`src/rtl/hc_cmd_pkg.sv`:
```
`timescale 1ns/1ps
package hc_cmd_pkg;
  localparam int RUN_B  = 0;
  localparam int GRST_B = 2;
  localparam int SUSP_B = 3;
  localparam int RSM_B  = 4;
  localparam int DBG_B  = 5;
  localparam int CFG_B  = 6;
  localparam int MPKT_B = 7;
  localparam int LOOP_B = 8;
  localparam int USED_W = LOOP_B + 1;

  // strobes from control to datapath
  typedef struct packed {
    logic grstLoad;
    logic regWrite;
    logic dbgWrOk;
    logic runClr;
    logic fgrSet;
    logic fgrClr;
  } cmdStrobe_t;

  // stored command bits
  typedef struct packed {
    logic loop;
    logic maxPkt;
    logic cfgFlag;
    logic swDbg;
    logic resume;
    logic suspend;
    logic gReset;
    logic run;
  } cmdBits_t;
endpackage

```
`src/rtl/hc_cmd_dp.sv`:
```
`timescale 1ns/1ps
module hc_cmd_dp
  import hc_cmd_pkg::*;
#(
  parameter int DATA_W = 16
) (
  input  logic              clk,
  input  logic              rstN,
  input  cmdStrobe_t        strobe,
  input  logic [DATA_W-1:0] wrData,
  output cmdBits_t          bits,
  output logic [DATA_W-1:0] rdData
);
  cmdBits_t bitsNext;
  logic     unusedWr;

  assign unusedWr = ^{wrData[DATA_W-1:USED_W], wrData[1], wrData[GRST_B]};

  always_comb begin
    bitsNext = bits;
    if (strobe.grstLoad) begin
      bitsNext        = '0;
      bitsNext.gReset = 1'b1;
    end else begin
      if (strobe.regWrite) begin
        bitsNext.run     = wrData[RUN_B];
        bitsNext.gReset  = 1'b0;
        bitsNext.suspend = wrData[SUSP_B];
        bitsNext.cfgFlag = wrData[CFG_B];
        bitsNext.maxPkt  = wrData[MPKT_B];
        bitsNext.loop    = wrData[LOOP_B];
        if (strobe.dbgWrOk) bitsNext.swDbg = wrData[DBG_B];
        if (!bits.resume && wrData[RSM_B]) bitsNext.resume = 1'b1;
      end else if (strobe.runClr) begin
        bitsNext.run = 1'b0;
      end
      if (strobe.fgrSet)      bitsNext.resume = 1'b1;
      else if (strobe.fgrClr) bitsNext.resume = 1'b0;
    end
  end

  always_ff @(posedge clk or negedge rstN) begin
    if (!rstN) bits <= '0;
    else       bits <= bitsNext;
  end

  always_comb begin
    rdData         = '0;
    rdData[RUN_B]  = bits.run;
    rdData[GRST_B] = bits.gReset;
    rdData[SUSP_B] = bits.suspend;
    rdData[RSM_B]  = bits.resume;
    rdData[DBG_B]  = bits.swDbg;
    rdData[CFG_B]  = bits.cfgFlag;
    rdData[MPKT_B] = bits.maxPkt;
    rdData[LOOP_B] = bits.loop;
  end
endmodule

```
`src/rtl/hc_cmd_ctl.sv`:
```
`timescale 1ns/1ps
module hc_cmd_ctl
  import hc_cmd_pkg::*;
(
  input  logic       clk,
  input  logic       rstN,
  input  logic       wrEn,
  input  logic       wrGrst,
  input  logic       wrResume,
  input  logic       txnStart,
  input  logic       xferDone,
  input  logic       resumeEvt,
  input  logic       eopDone,
  input  cmdBits_t   bits,
  output cmdStrobe_t strobe,
  output logic       txnAllowed,
  output logic       halted,
  output logic       resumeDrive,
  output logic       eopReq,
  output logic       globalReset
);
  logic eopPend;
  logic inFlight;

  assign halted      = !bits.run && !inFlight;
  assign txnAllowed  = bits.run && !bits.suspend && !bits.gReset;
  assign resumeDrive = bits.resume && !eopPend;
  assign eopReq      = eopPend;
  assign globalReset = bits.gReset;

  always_comb begin
    strobe          = '0;
    strobe.grstLoad = wrEn && wrGrst;
    strobe.regWrite = wrEn && !wrGrst;
    strobe.dbgWrOk  = halted;
    strobe.runClr   = xferDone && bits.swDbg;
    strobe.fgrSet   = bits.suspend && resumeEvt;
    strobe.fgrClr   = eopPend && eopDone;
  end

  always_ff @(posedge clk or negedge rstN) begin
    if (!rstN) begin
      eopPend  <= 1'b0;
      inFlight <= 1'b0;
    end else if (strobe.grstLoad) begin
      eopPend  <= 1'b0;
      inFlight <= 1'b0;
    end else begin
      if (eopPend && eopDone)
        eopPend <= 1'b0;
      else if (strobe.regWrite && bits.resume && !wrResume)
        eopPend <= 1'b1;

      if (txnStart && txnAllowed) inFlight <= 1'b1;
      else if (xferDone)          inFlight <= 1'b0;
    end
  end
endmodule

```
`src/rtl/hc_command_ctrl.sv`:
```
`timescale 1ns/1ps
module hc_command_ctrl
  import hc_cmd_pkg::*;
#(
  parameter int DATA_W = 16
) (
  input  logic              clk,
  input  logic              rstN,
  input  logic              wrEn,
  input  logic [DATA_W-1:0] wrData,
  output logic [DATA_W-1:0] rdData,
  input  logic              txnStart,
  input  logic              xferDone,
  input  logic              resumeEvt,
  input  logic              eopDone,
  output logic              txnAllowed,
  output logic              halted,
  output logic              resumeDrive,
  output logic              eopReq,
  output logic              globalReset,
  output logic              loopbackEn,
  output logic              maxPkt64
);
  cmdStrobe_t strobe;
  cmdBits_t   bits;

  hc_cmd_ctl u_ctl (
    .clk        (clk),
    .rstN       (rstN),
    .wrEn       (wrEn),
    .wrGrst     (wrData[GRST_B]),
    .wrResume   (wrData[RSM_B]),
    .txnStart   (txnStart),
    .xferDone   (xferDone),
    .resumeEvt  (resumeEvt),
    .eopDone    (eopDone),
    .bits       (bits),
    .strobe     (strobe),
    .txnAllowed (txnAllowed),
    .halted     (halted),
    .resumeDrive(resumeDrive),
    .eopReq     (eopReq),
    .globalReset(globalReset)
  );

  hc_cmd_dp #(.DATA_W(DATA_W)) u_dp (
    .clk   (clk),
    .rstN  (rstN),
    .strobe(strobe),
    .wrData(wrData),
    .bits  (bits),
    .rdData(rdData)
  );

  assign loopbackEn = bits.loop;
  assign maxPkt64   = bits.maxPkt;
endmodule

```
`config.mk`:
```
export PLATFORM = sky130hd
export DESIGN_NAME = hc_command_ctrl
export DESIGN_NICKNAME = d
export VERILOG_FILES = /design/src/rtl/hc_cmd_pkg.sv /design/src/rtl/hc_cmd_dp.sv /design/src/rtl/hc_cmd_ctl.sv /design/src/rtl/hc_command_ctrl.sv
export SDC_FILE = /design/constraint.sdc
export NUM_CORES = 1
export LEC_CHECK = 0
export ABC_AREA = 1
export BUFFER_PORTS_ARGS = -buffer_cell sky130_fd_sc_hd__buf_2
export CAP_MARGIN = 20
export CORE_MARGIN = 2
export CORE_UTILIZATION = 33
export DETAILED_ROUTE_END_ITERATION = 8
export GPL_TIMING_DRIVEN = 0
export PLACE_DENSITY = 0.73
export SETUP_SLACK_MARGIN = 0.1
export SLEW_MARGIN = 15
export SYNTH_ARGS = -nofsm -noshare
export SYNTH_HDL_FRONTEND = slang
export SYNTH_SLANG_ARGS = --single-unit
```
`constraint.sdc`:
```
create_clock -name clk -period 1 [get_ports clk]
set_clock_uncertainty 0.2 [all_clocks]
set_input_delay 0 -clock clk [delete_from_list [all_inputs] [get_ports clk]]
set_output_delay 0 -clock clk [all_outputs]
set_load 0.01 [all_outputs]
```
==> summary.md <==
| Metric | Value |
|---|---|
| CP max FO | `2` |
| Starting DRT DRC Count | `5` |
| Clock latency on the worst-skew pair | `0.26 ns` |
| N_diodes | `0` |
| Routed Antenna Nets | `0` |
| Initial Util | `35.7%` |
| Share of cells above drive strength 1 | `49.6%` |
| Final Max Tran Viols | `0` |
| Post-synth top area share | `46.0%` |
| IO buf count | `29` |
| Worst path max stage delay | `0.39 ns` |
| Element type at the critical path start | `register` |
| Ports | `46` |
| Final Core Density | `64.4%` |
| First-pass GRT wire length | `2150 microns` |
| Largest net degree at the start of global routing | `11` |
| Antenna violations before repair | `0` |
| Clock Path Buffers | `2` |
| Final hold violation count | `20` |
| Class of the worst hold path | `in -> reg` |
| Mux cell area share after synthesis | `0%` |
| Pwr/cell area | `1190 nW/um^2` |
| Synthesis-stage register bit count | `10` |
| Tcrit/Tclk final | `116%` |
| Core footprint | `1520 sq um` |
| WP data required | `0.80 ns` |
| DRC violation count after routing | `0` |
| Worst hold stages | `4` |
| Final cell count without fillers | `139` |
| Sequential element share of the synthesized area | `46.0%` |
| XOR/XNOR Fraction of Synth Area | `0%` |
| Post-route minimum period | `1.16 ns` |
| Failing checks | `negative hold slack, negative setup slack` |
| Final wirelength | `1450 microns` |
| Top-count cell post-synth | `buf_4` |
| Final GP Congestion | `0.766` |
| Post-synthesis cell type with the largest combined area | `dfrtp_1` |
| Combinational family with the most area after synthesis | `buffers and inverters` |
| Crit-path slowest cell | `dfrtp_1` |
| Root buf cell | `clkbuf_4` |
| RSZ-0062 raised after global routing | `true` |
| Per-cell routed wire length | `10.5 microns` |
| CP Data Arrival Time | `0.96 ns` |
| Vias in the first global route | `549` |
| Critical path capture point type | `output port` |
| Cells after synthesis | `67` |
| Ys async rst share | `100%` |
| Layout area overhead | `80.2%` |
| Avg Cell Area, Syn | `8.12 sq um` |
| Placed cells | `119` |
| Via density | `4.29` |
| Hold_buf cts | `10` |
| Hold WS | `-0.181 ns` |
| Syn Std Cell Area | `544 sq um` |
| Initial DRT Pass Iterations | `2` |
| Reg clk slew, reported paths | `0.06 ns` |
| Routed vias | `597` |
| Nets | `147` |
| Post-synthesis cell type count | `14` |
| Final setup vio count | `17` |
| Level count of the clock H-tree | `1` |
| CTS tree | `done` |
| Top cells by area, synth | `dfrtp_1 (46%), buf_4 (15%), inv_1 (6.9%)` |
| Ys flop type | `dfrtp_1` |
| Synth Area in Compound Gates | `9.20%` |
| Die span in y | `44.6 microns` |
| Crit Path Class | `reg -> out` |
| Status | `finished, violations left` |
| Simple-Gate Fraction of Synth Area | `19.3%` |
| Fmax | `859 MHz` |
| Yosys warns | `0` |
| CTS buffer count | `3` |
| Cell Chain, Critical Path | `inv_2, nand2_2, nor2_2, buf_2` |
| Clk sink count | `10` |
| VDD IR-drop max | `0.597 mV` |
| Final setup margin | `-0.165 ns` |
| Leak pwr | `0.546 nW` |
| Die width | `44.6 microns` |
| Total GRT Usage | `15.2%` |
| Synth Area in Adders | `0%` |
| Total die area | `1990 sq um` |
| Number of flops mapped to enable cells by yosys | `0` |
| Site row count | `14` |
| Congestion Overflow GR | `0` |
| R2R cell count | `4` |
| Max-cap viol count | `0` |
| Dpl hpwl | `944 microns` |
| Post-synth top cells | `buf_4 (11), dfrtp_1 (10), inv_1 (10)` |
[cells in the final DEF (no fill, tap or decap), types with 5 or more instances in the layout]
cell type	n
buf_2	24
buf_4	13
buf_6	10
dlygate4sd3_1	10
dfrtp_1	9
inv_1	8
conb_1	8
nand2_1	7
nand3_1	7
o21ai_1	5
[per-stage QoR]
| step | setup WS, ns | total power [mW] | hold WS, ns | area (sq um) | TNS (ns) |
|---|---|---|---|---|---|
| after global routing | -0.224 | 1.24 | -0.172 | 981 | -1.96 |
| after floorplan | -0.0540 | 0.650 | -0.496 | 582 | -0.0540 |
| after CTS | -0.170 | 1.16 | -0.188 | 956 | -1.25 |
| final | -0.165 | 1.17 | -0.181 | 981 | -1.33 |
| after global placement | -0.0164 | 0.763 | -0.330 | 747 | -0.0164 |
| after detailed placement | -0.0275 | 0.770 | -0.327 | 747 | -0.0275 |
[cell families after synthesis]
family	after synthesis
AOI/OAI and AO/OA	10
other	1
DFF	10
and+or+nand+nor	23
buffers and inverters	23
[final cells by class]
| class | count | area, sq um |
|---|---|---|
| clock buffers | 4 | 26.3 |
| plain buffers | 12 | 101 |
| multi-input cells | 41 | 211 |
| repair buffers | 45 | 329 |
| fillers | 138 | 543 |
| well taps | 16 | 20.0 |
| inverters | 11 | 41.3 |
| flip-flops and latches | 10 | 251 |
[state kept, by name (all words and copies together), names as in the netlist]
name / count
u_dp.bits: 8
u_ctl.inFlight: 1
u_ctl.eopReq: 1
[final timing paths]
check                      slack (ns)                    endpoint                      from
setup / recovery                -0.16                  txnAllowed  u_dp.bits[2]$_DFFE_PN0P_
hold / removal                  -0.18    u_ctl.eopReq$_DFFE_PN0P_                   eopDone
setup reg to reg                -0.15  u_ctl.inFlight$_DFFE_PN0P_  u_dp.bits[0]$_DFFE_PN0P_
hold reg to reg                  0.35    u_dp.bits[7]$_DFFE_PN0P_  u_dp.bits[7]$_DFFE_PN0P_
max in group asynchronous        0.48    u_dp.bits[0]$_DFFE_PN0P_                      rstN
min in group asynchronous       -0.08  u_ctl.inFlight$_DFFE_PN0P_                      rstN
[where the power goes]
group          total [mW]  leakage [nW]  internal [mW]  switching, mW
combinational       0.396         0.403          0.218          0.178
clock               0.289        0.0150          0.154          0.135
sequential          0.483         0.128          0.445         0.0384
[per-layer routing]
| metal | track usage [%] | routed length (microns) | up-vias |
|---|---|---|---|
| met1 | 16.8 | 568 | 256 |
| met3 | 3.67 | 123 | 4 |
| met5 | 0 | 0 | - |
| met2 | 26.1 | 729 | 28 |
| li1 | - | - | 309 |
| met4 | 9.09 | 32 | 0 |
[worst max-delay path: cells and delay by family, from the launching register on]
kind	cells	cell delay [ns]
buffers and inverters	2	0.20
and+or+nand+nor	2	0.12
DFF	1	0.39
[repair_timing]
action / 4_1_cts / 5_1_grt
setup endpoints to repair: 20 / 23
endpoints found under the hold margin: 20 / 20
pin swaps: 3 / 3
gates resized for setup: 12 / 5
setup buffers: 5 / 2
Note: power is estimated with default switching activity, not from simulation.
